[src/rtl/hsa_pkg.sv]
package hsa_pkg;
    typedef enum logic [2:0] {
        SRC_NONE  = 3'd0,
        SRC_GIFT  = 3'd1,
        SRC_OWNER = 3'd2,
        SRC_FILL  = 3'd3,
        SRC_SPARE = 3'd4
    } grant_src_e;
endpackage

[src/rtl/hsa_slot_counter.sv]
module hsa_slot_counter #(
    parameter int N_CORES = 4,
    localparam int ID_W = (N_CORES > 1) ? $clog2(N_CORES) : 1
) (
    input  logic            clk,
    input  logic            rst_n,
    output logic [ID_W-1:0] slot_q
);
    localparam logic [ID_W-1:0] LAST = ID_W'(N_CORES - 1);

    always_ff @(posedge clk) begin
        if (!rst_n)
            slot_q <= '0;
        else if (slot_q == LAST)
            slot_q <= '0;
        else
            slot_q <= slot_q + 1'b1;
    end

    AST_SLOT_WRAP: assert property (@(posedge clk) disable iff (!rst_n)
        (slot_q == LAST) |=> (slot_q == '0));
    AST_SLOT_STEP: assert property (@(posedge clk) disable iff (!rst_n)
        (slot_q != LAST) |=> (slot_q == $past(slot_q) + 1'b1));
endmodule

[src/rtl/hsa_spare_pick.sv]
module hsa_spare_pick #(
    parameter int N_CORES = 4,
    localparam int ID_W = (N_CORES > 1) ? $clog2(N_CORES) : 1
) (
    input  logic               clk,
    input  logic               rst_n,
    input  logic [ID_W-1:0]    slot,
    input  logic [N_CORES-1:0] cand,
    output logic               found,
    output logic [ID_W-1:0]    pick
);
    // Scan from the farthest offset down to the nearest, so that the
    // core nearest after the owner is the one left in pick.
    always_comb begin
        found = 1'b0;
        pick  = '0;
        for (int k = N_CORES - 1; k >= 1; k--) begin
            int s;
            s = int'(slot) + k;
            if (s >= N_CORES) s = s - N_CORES;
            if (cand[s]) begin
                found = 1'b1;
                pick  = ID_W'(s);
            end
        end
    end

    AST_PICK_VALID: assert property (@(posedge clk) disable iff (!rst_n)
        found |-> (cand[pick] && (pick != slot)));
    AST_PICK_ANY: assert property (@(posedge clk) disable iff (!rst_n)
        ((cand & ~(N_CORES'(1) << slot)) != '0) |-> found);
endmodule

[src/rtl/hsa_src_decide.sv]
module hsa_src_decide
    import hsa_pkg::*;
#(
    parameter int N_CORES = 4,
    localparam int ID_W = (N_CORES > 1) ? $clog2(N_CORES) : 1
) (
    input  logic                    slot_req,
    input  logic                    slot_den,
    input  logic                    slot_dpri,
    input  logic [ID_W-1:0]         slot_dto,
    input  logic [N_CORES-1:0]      req,
    input  logic                    spare_found,
    output grant_src_e              src,
    output logic [ID_W-1:0]         recip
);
    logic recip_req;

    always_comb begin
        recip     = slot_dto;
        recip_req = (int'(slot_dto) < N_CORES) ? req[slot_dto] : 1'b0;
        if (slot_den && slot_dpri && recip_req)
            src = SRC_GIFT;
        else if (slot_req)
            src = SRC_OWNER;
        else if (slot_den && recip_req)
            src = SRC_FILL;
        else if (spare_found)
            src = SRC_SPARE;
        else
            src = SRC_NONE;
    end
endmodule

[src/rtl/hub_slot_arbiter.sv]
module hub_slot_arbiter
    import hsa_pkg::*;
#(
    parameter int N_CORES = 4,
    localparam int ID_W = (N_CORES > 1) ? $clog2(N_CORES) : 1
) (
    input  logic                      clk,
    input  logic                      rst_n,
    input  logic [N_CORES-1:0]        req,
    input  logic [N_CORES-1:0]        donate_en,
    input  logic [N_CORES-1:0]        donate_pri,
    input  logic [N_CORES*ID_W-1:0]   donate_to,
    input  logic [N_CORES-1:0]        opport_en,
    output logic [N_CORES-1:0]        grant,
    output logic [ID_W-1:0]           slot_owner
);
    logic [ID_W-1:0]    slot_q;
    logic [ID_W-1:0]    owner_dto;
    logic [ID_W-1:0]    recip;
    logic [ID_W-1:0]    spare_idx;
    logic               spare_found;
    grant_src_e         src;

    hsa_slot_counter #(.N_CORES(N_CORES)) u_counter (
        .clk    (clk),
        .rst_n  (rst_n),
        .slot_q (slot_q)
    );

    assign owner_dto = donate_to[int'(slot_q)*ID_W +: ID_W];

    hsa_spare_pick #(.N_CORES(N_CORES)) u_spare (
        .clk   (clk),
        .rst_n (rst_n),
        .slot  (slot_q),
        .cand  (req & opport_en),
        .found (spare_found),
        .pick  (spare_idx)
    );

    hsa_src_decide #(.N_CORES(N_CORES)) u_decide (
        .slot_req    (req[slot_q]),
        .slot_den    (donate_en[slot_q]),
        .slot_dpri   (donate_pri[slot_q]),
        .slot_dto    (owner_dto),
        .req         (req),
        .spare_found (spare_found),
        .src         (src),
        .recip       (recip)
    );

    // Output process: one-hot grant from the decided source.
    always_comb begin
        grant = '0;
        if (rst_n) begin
            unique case (src)
                SRC_GIFT, SRC_FILL: grant[recip]     = 1'b1;
                SRC_OWNER:          grant[slot_q]    = 1'b1;
                SRC_SPARE:          grant[spare_idx] = 1'b1;
                SRC_NONE:           grant            = '0;
                default:            grant            = '0;
            endcase
        end
    end

    assign slot_owner = slot_q;

    AST_ONE_GRANT: assert property (@(posedge clk) disable iff (!rst_n)
        $onehot0(grant));
    AST_GRANT_REQ: assert property (@(posedge clk) disable iff (!rst_n)
        ((grant & ~req) == '0));
    AST_OWNER_KEEPS: assert property (@(posedge clk) disable iff (!rst_n)
        (req[slot_q] && !(donate_en[slot_q] && donate_pri[slot_q])) |-> grant[slot_q]);
    AST_GIFT_TAKES: assert property (@(posedge clk) disable iff (!rst_n)
        (donate_en[slot_q] && donate_pri[slot_q] && (int'(owner_dto) < N_CORES)
         && req[owner_dto]) |-> grant[owner_dto]);
    AST_FILL_USES: assert property (@(posedge clk) disable iff (!rst_n)
        (donate_en[slot_q] && !req[slot_q] && (int'(owner_dto) < N_CORES)
         && req[owner_dto]) |-> grant[owner_dto]);
endmodule

[config.mk]
export PLATFORM = sky130hd
export DESIGN_NAME = hub_slot_arbiter
export DESIGN_NICKNAME = d
export VERILOG_FILES = /design/src/rtl/hsa_pkg.sv /design/src/rtl/hsa_slot_counter.sv /design/src/rtl/hsa_spare_pick.sv /design/src/rtl/hsa_src_decide.sv /design/src/rtl/hub_slot_arbiter.sv
export SDC_FILE = /design/constraint.sdc
export NUM_CORES = 1
export LEC_CHECK = 0
export BUFFER_PORTS_ARGS = -buffer_cell sky130_fd_sc_hd__buf_2
export CAP_MARGIN = 0
export CORE_MARGIN = 4
export CORE_UTILIZATION = 49
export DETAILED_ROUTE_END_ITERATION = 10
export PLACE_DENSITY = 0.92
export SKIP_CTS_REPAIR_TIMING = 1
export SLEW_MARGIN = 0
export SYNTH_ARGS = -nofsm -noshare
export SYNTH_HDL_FRONTEND = slang
export SYNTH_SLANG_ARGS = --single-unit
[constraint.sdc]
create_clock -name clk -period 7.8 [get_ports clk]
set_input_delay 2.34 -clock clk [delete_from_list [all_inputs] [get_ports clk]]
set_output_delay 2.34 -clock clk [all_outputs]
set_load 0.03 [all_outputs]
Word level (Yosys, flattened, before mapping). Cells that the tools add are included.

Flip-flop bits (word level): 2. Input port bits: 26. Output and inout bits: 6. Logic and storage cells: 74.

$add $sub $neg: 7. Order comparisons: 12. Eq/ne operators: 5. Shifts and indexed selects: 1. Multiplexer cells: 38. Bitwise operators: 2. Reduce and logical (&&, ||, !) cells: 8.

Operators by type and width (count): greater-or-equal comparator 32 x 4 -> 1 bit, second input constant (3); < comparator 32 x 4 -> 1 bit, second input constant (3); 2-to-1 mux 32 bit (3); subtractor 32 x 4 -> 32 bit, second input constant (3); 2-to-1 mux 1 bit (16); binary-select mux 1 bit (select 2 bit) (7); 2-to-1 mux 3 bit (4); one-hot mux 4 bit (3 select lines) (1); < comparator 2 x 3 -> 1 bit, second input constant (3); variable part select 8 x 4 -> 2 bit (1); adder 2 x 2 -> 3 bit, second input constant (2); demux 1 bit (select 2 bit) (3); equality test 3 x 2 -> 1 bit, second input constant (2); greater-or-equal comparator 2 x 1 -> 1 bit, second input constant (3); logical AND 1 bit (6); 2-to-1 mux 2 bit (3); AND 4 bit (1); 2-to-1 mux 4 bit (1); OR reduction 2 bit (2); adder 2 x 1 -> 3 bit, second input constant (1); equality test 3 x 1 -> 1 bit, second input constant (1); equality test 3 bit, second input constant (1); adder 2 x 1 -> 2 bit, second input constant (1); equality test 2 bit, second input constant (1); inverter 1 bit (1).

Logic depth before layout (Yosys ltp). Gate-level depths: netlist of the first run.

Depth in word-level cells: 17. Gate-level depth with buffers: 8. Depth with buffers taken out: 6.

Hierarchy. From an unflattened synthesis of the first run, not the netlist that was laid out.

Cell total of the unflattened synthesis: 67. Area total of the unflattened synthesis: 613.1 um2.

Modules (own cells, without submodules): hub_slot_arbiter (times used 1, cells an instance 34, area each 321.6 um2, sequential area each 0.0 um2); hsa_spare_pick (times used 1, cells an instance 17, area each 126.4 um2, sequential area each 0.0 um2); hsa_src_decide (times used 1, cells an instance 11, area each 91.3 um2, sequential area each 0.0 um2); hsa_slot_counter (times used 1, cells an instance 5, area each 73.8 um2, sequential area each 40.0 um2).

Worst setup path before layout of the first run. Ideal clock, no wire load.

Path type: input to output. From: in donate_to[6]. To: out grant[3]. Arrival time: 4042 ps. Required time: 5460 ps. Path slack: 1418 ps. Stages: 6. Path buffers: 0. Path through: mux4_2 -> mux2i_2 -> o22ai_2 -> nor3_2 -> nand2_1 -> a31oi_1.

Longest elaborated chain between the ends: 11. Elaborated cells between the ends (all ways): 20. Those cells by class: order compare: 2; eq/ne: 4; shift: 1; mux: 9; reduce/logical: 4.

Ends and longest elaborated chain: start: declaration (line hub_slot_arbiter.sv:12) `input logic [N_CORES*ID_W-1:0] donate_to,`; variable part select 8 x 4 -> 2 bit * (line hub_slot_arbiter.sv:30) `assign owner_dto = donate_to[int'(slot_q)*ID_W +: ID_W];`; binary-select mux 1 bit (select 2 bit) (line hsa_src_decide.sv:20) `recip_req = (int'(slot_dto) < N_CORES) ? req[slot_dto] : 1'b0;`; 2-to-1 mux 1 bit (not written as such) (line hsa_src_decide.sv:20); logical AND 1 bit (line hsa_src_decide.sv:25) `else if (slot_den && recip_req)`; 2-to-1 mux 3 bit (line hsa_src_decide.sv:25); 2-to-1 mux 3 bit (line hsa_src_decide.sv:23) `else if (slot_req)`; 2-to-1 mux 3 bit (line hsa_src_decide.sv:21) `if (slot_den && slot_dpri && recip_req)`; equality test 3 x 1 -> 1 bit / equality test 3 x 2 -> 1 bit (equally long branches) (line hub_slot_arbiter.sv:56) `unique case (src)`; OR reduction 2 bit (line hub_slot_arbiter.sv:56); one-hot mux 4 bit (3 select lines) * (line hub_slot_arbiter.sv:56); 2-to-1 mux 4 bit * (line hub_slot_arbiter.sv:55) `if (rst_n) begin`; end: declaration (line hub_slot_arbiter.sv:14) `output logic [N_CORES-1:0] grant,`.

Every way passes the cells marked *; elsewhere a longest branch is shown, timed or not. The select of a mux whose other input is x is not followed.

Worst setup path after layout of the first run.
From: in donate_to[6]. To: out grant[1].

The elaborated chain is that of the path after synthesis.

==> results of run 1 <==
-- cell families (layout without fill, tap and decap cells) --
family	count (synthesis)	count (layout)	share of synthesized area, %
AND/OR/NAND/NOR	32	32	26.03
AO/OA/AOI/OAI	24	24	27.72
multiplexers	11	11	25.84
buffers and inverters	7	37	6.928
adder cells (fa/ha/maj)	4	4	7.491
flip-flops	2	2	5.993
-- power breakdown --
part | switching [uW] | internal (uW)
logic | 47.8 | 36.2
clock network | 6.08 | 17.0
registers | 7.38 | 11.7
-- cells in the final DEF (no fill, tap or decap), drive strengths merged, types with 4 or more instances in the layout --
cell    n
buf    31
ha      4
nand2  12
nand3   5
mux4    4
mux2i   6
nor2    5
-- critical path, stage by stage --
cell,delay [ns]
buf_2,0.09
mux4_2,0.54
mux2i_2,0.20
o22ai_2,0.26
nor3b_2,0.10
a221oi_1,0.33
nor2_1,0.09
buf_2,0.20
-- layer usage --
layer | vias up | GRT usage [%] | share of wire (%)
met5 | - | 0 | 0
met4 | 0 | 11.70 | 3.0
met3 | 8 | 2.390 | 9.9
met2 | 59 | 40.96 | 52
met1 | 373 | 24.21 | 35
li1 | 378 | - | -
-- through the flow --
step                      cell area (um2)  setup WS, ns  instances  utilization, %  hold WS (ns)
after global placement              807.0         1.460        122           62.80        0.8117
after detailed placement            807.0         1.317        122           62.80        0.8394
after global routing                829.5         1.187        125           64.56        0.9369
after CTS                           829.5         1.312        125           64.56        0.8546
final                               829.5         1.298        125           64.56        0.8577
after floorplan                     668.1         1.418         80               -        0.8510
-- path summary, 6_finish.rpt --
check	from	to	slack [ns]	depth (start not counted)
setup / recovery	donate_to[6]	grant[1]	1.30	8
setup reg to reg	u_counter.slot_q[0]	u_counter.slot_q[1]	6.10	3
hold reg to reg	u_counter.slot_q[0]	u_counter.slot_q[0]	0.86	1
hold / removal	u_counter.slot_q[0]	u_counter.slot_q[0]	0.86	1
-- cell type report --
type / instances / area [um2]
Tap cell: 15 / 18.77
Inverter: 3 / 11.26
Sequential cell: 2 / 40.04
Multi-Input combinational cell: 71 / 581.8
Fill cell: 123 / 455.4
Clock buffer: 3 / 22.52
Timing Repair Buffer: 31 / 155.1
==> metrics.md, run 1 <==
| Metric | Value |
|---|---|
| Core Box Area | `1285 um2` |
| Vias in the first global route | `783` |
| Clk_skew | `0.001372 ns` |
| Seq/Total Area, Yosys | `5.993%` |
| Overflow after GRT | `0` |
| Leakage power | `0.0003772 uW` |
| # Max-Cap Violations | `0` |
| Synth cell count leaders | `12 x nand2_1, 5 x mux2i_1, 5 x nand3_1, 5 x nor2_1, 4 x ha_1` |
| Top cell type's share of synthesized area | `7.865%` |
| Synth area leader | `mux4_1` |
| Routability cong. | `0.9418` |
| Count of cell types in the netlist | `40` |
| Die width | `44.93 um` |
| DP Wirelength | `1.596 mm` |
| Synth Flop Type | `dfxtp_1` |
| TritonCTS Buffers | `3` |
| Final hold viol count | `0` |
| Nets | `142` |
| Area delta synth->final | `24.16%` |
| Period utilization | `83.36%` |
| Fmax | `153.8 MHz` |
| Post-synth EDFFs | `0` |
| Final Max Slew Viols | `0` |
| Initial antenna violation count | `0` |
| Synth Cell Area | `668.1 um2` |
| Final min period | `6.502 ns` |
| Synth Area per Inst | `8.352 um2` |
| Outcome | `finished clean` |
| Ports | `32` |
| H-tree levels | `1` |
| Crit. End Element | `output pin` |
| Drt first pass iters | `4` |
| Yosys reg bits | `2` |
| Critical Path RT | `5.46 ns` |
| Crit Path Class | `input pin to output pin` |
| Ys async rst share | `0%` |
| Most flops, register | `u_counter.slot_q` |
| Max reg flops | `2` |
| Worst min path class | `flip-flop to flip-flop` |
| Port-buffer cells | `31` |
| Worst IR Drop VDD | `0.08994 mV` |
| Top-count cell post-synth | `nand2_1` |
| Crit path DAT | `4.16 ns` |
| Drt total wl | `1.998 mm` |
| RSZ-0062 raised after global routing | `false` |
| Initial core utilization | `52.00%` |
| Die height | `44.93 um` |
| PD cells | `152.0 nW/um2` |
| Max Root-Sink Buffers | `2` |
| TritonCTS clock tree | `built` |
| Worst Tran Pin Value | `0.7101 ns` |
| Top flop regs | `u_counter.slot_q (2)` |
| Crit start category | `input pin` |
| Clock sinks | `2` |
| Routed vias | `818` |
| Post-Syn Nets | `110` |
| DR WL/cell | `15.98 um` |
| Worst-Skew Late Latency | `0.23 ns` |
| DRC | `0` |
| Clk slew on worst S/H paths | `0.03 ns` |
| Std-Cell Rows | `13` |
| Total Power | `126.1 uW` |
| Via-per-instance ratio | `6.544` |
| Global-route wire length before repair | `3.332 mm` |
| Final setup viols | `0` |
| Largest net degree at the start of global routing | `19` |
| Share of cells above drive strength 1 | `40.00%` |
| Crit-path max FO | `5` |
| Syn. warnings | `0` |
| Die ar. | `2018 um2` |
| Slew headroom | `52.59%` |
| Synth top area cells | `mux4_1 7.9%, ha_1 7.5%, mux2i_1 7.5%, mux4_2 6.7%, nand2_1 6.7%` |
| Diodes inserted | `0` |
| Cells after Synth | `80` |
| CTS root buf | `clkbuf_4` |
| Iter 0 DRT Violations | `36` |
| GRT Util Overall | `22.14%` |
| Fin Setup TNS | `0 ns` |
| Post-route ant nets | `0` |
(Power assumes the default switching activity.)
==> inputs of run 2 (changes only) <==
CORE_UTILIZATION = 41   (was 49)
PLACE_DENSITY = 0.83   (was 0.92)
clock period = 5.65 ns   (was 7.8 ns; I/O delays follow)
==> run 2 against run 1 <==
  * Setup slack got worse by 0.77 ns
  * Clock skew grew 0.0014 ns
  * Register-to-register slack worse by 2.2 ns
  * Hold slack got worse by 0.037 ns
  * Wire length shrank 12%
  * Sequential power increased by 37%
==> metrics.md, run 2 (synthesis gave the netlist of run 1 again) <==
| Metric | Value |
|---|---|
| Crit path to | `grant[2]` |
| Max Root-Sink Buffers | `2` |
| Total Power | `168.8 uW` |
| PD cells | `203.2 nW/um2` |
| Final min period | `5.120 ns` |
| Vias in the first global route | `673` |
| Worst hold margin | `0.8208 ns` |
| Inst Count DP | `123` |
| Clock sinks | `2` |
| CP max stage delay | `0.54 ns` |
| Routed vias | `771` |
| Fin Setup TNS | `0 ns` |
| Worst-Skew Late Latency | `0.22 ns` |
| Diodes inserted | `0` |
| Top flop regs | `u_counter.slot_q (2)` |
| Die ar. | `2340 um2` |
| Crit-path cells | `buf_2 -> mux4_2 -> mux2i_1 -> mux2i_1 -> a21oi_2 -> nand2_1 -> a31oi_1 -> buf_2` |
| Final setup viols | `0` |
| Core Box Area | `1524 um2` |
| TritonCTS Buffers | `3` |
| Die width | `48.37 um` |
| Share of cells above drive strength 1 | `40.00%` |
| Area delta synth->final | `24.34%` |
| Most flops, register | `u_counter.slot_q` |
| RSZ-0062 raised after global routing | `false` |
| Worst r2r dst | `u_counter.slot_q[1]` |
| Largest net degree at the start of global routing | `19` |
| H-tree levels | `1` |
| Initial antenna violation count | `0` |
| Hold Path Depth | `1` |
| Most frequent cells in the layout | `31 x buf_2, 12 x nand2_1, 5 x mux2i_1, 5 x nand3_1, 5 x nor2_1` |
| Commonest non-fill, non-tap cell in the layout | `buf_2` |
| Crit Path Class | `input pin to output pin` |
| Outcome | `finished clean` |
| Leakage power | `0.0003772 uW` |
| Max reg flops | `2` |
| Worst IR Drop VDD | `0.1779 mV` |
| CTS root buf | `clkbuf_4` |
| Nets | `142` |
| Crit start category | `input pin` |
| FF-to-FF path depth | `3` |
| Ports | `32` |
| # Max-Cap Violations | `0` |
| Final Non-Filler Cells | `126` |
| Crit-path max FO | `5` |
| Worst Tran Pin Value | `0.6763 ns` |
| TritonCTS clock tree | `built` |
| Final Max Slew Viols | `0` |
| CP max-delay cell | `mux4_2` |
| Post-route ant nets | `0` |
| Overflow after GRT | `0` |
| Crit path launch | `donate_to[6]` |
| Global-route wire length before repair | `2.732 mm` |
| Via-per-instance ratio | `6.119` |
| GRT Util Overall | `13.89%` |
| Drt total wl | `1.762 mm` |
| Critical Path RT | `3.95 ns` |
| Clk slew on worst S/H paths | `0.03 ns` |
| DR WL/cell | `13.98 um` |
| Fillers | `137` |
| Crit. End Element | `output pin` |
| Initial core utilization | `43.84%` |
| Worst min path class | `flip-flop to flip-flop` |
| Period utilization | `90.62%` |
| Port-buffer cells | `31` |
| Routability cong. | `0.9017` |
| Crit path DAT | `3.42 ns` |
| Fmax | `195.3 MHz` |
| DP Wirelength | `1.395 mm` |
| Final hold viol count | `0` |
| Die height | `48.37 um` |
| DRC | `0` |
| Worst flop-to-flop path startpoint | `u_counter.slot_q[0]` |
| Std-Cell Rows | `14` |
| Drt first pass iters | `4` |
| Clk_skew | `0.002751 ns` |
| Iter 0 DRT Violations | `37` |
| Setup slack, reg-to-reg | `3.93 ns` |
| Slew headroom | `54.85%` |
[run 2: how the worst min path moves through the flow]
stage	to	start	slack (ns)
after floorplan	u_counter.slot_q[0]	u_counter.slot_q[1]	0.85
after global placement	u_counter.slot_q[0]	u_counter.slot_q[0]	0.81
after detailed placement	u_counter.slot_q[0]	u_counter.slot_q[0]	0.81
after CTS	u_counter.slot_q[0]	u_counter.slot_q[0]	0.82
after global routing	u_counter.slot_q[0]	u_counter.slot_q[0]	0.89
final	u_counter.slot_q[0]	u_counter.slot_q[0]	0.82
[run 2: layout make-up]
| class | count | area (um2) | share of cell area (%) |
|---|---|---|---|
| Sequential cell | 2 | 40.04 | 4.819 |
| Clock buffer | 3 | 22.52 | 2.711 |
| Timing Repair Buffer | 31 | 155.1 | 18.67 |
| Tap cell | 16 | 20.02 | 2.410 |
| Multi-Input combinational cell | 71 | 581.8 | 70.03 |
| Inverter | 3 | 11.26 | 1.355 |
[run 2: critical path: cells and delay by family]
kind,cells,cell delay (ns)
buf+inv,2,0.31
simple gates,1,0.09
compound gates,2,0.40
mux,3,0.92
[run 2: power breakdown]
| part | switching, uW | internal (uW) |
|---|---|---|
| Clock | 7.58 | 23.4 |
| Combinational | 62.1 | 49.5 |
| Sequential | 10.1 | 16.1 |
[run 2: metrics by stage]
step                      cell area (um2)  setup slack (ns)  utilization (%)
after global routing                830.8            0.3513            54.52
after floorplan                     668.1            0.5585                -
final                               830.8            0.5302            54.52
after global placement              808.3            0.5903            53.04
after CTS                           830.8            0.5375            54.52
after detailed placement            808.3            0.5519            53.04
[run 2: layer usage]
layer	routed length, um	global-route usage (%)	part of all wire, %	vias up
met5	0	0	0	-
met4	0	4.147	0	0
met3	182	3.681	10	0
met2	828	23.70	47	43
met1	751	16.73	43	353
li1	-	-	-	375
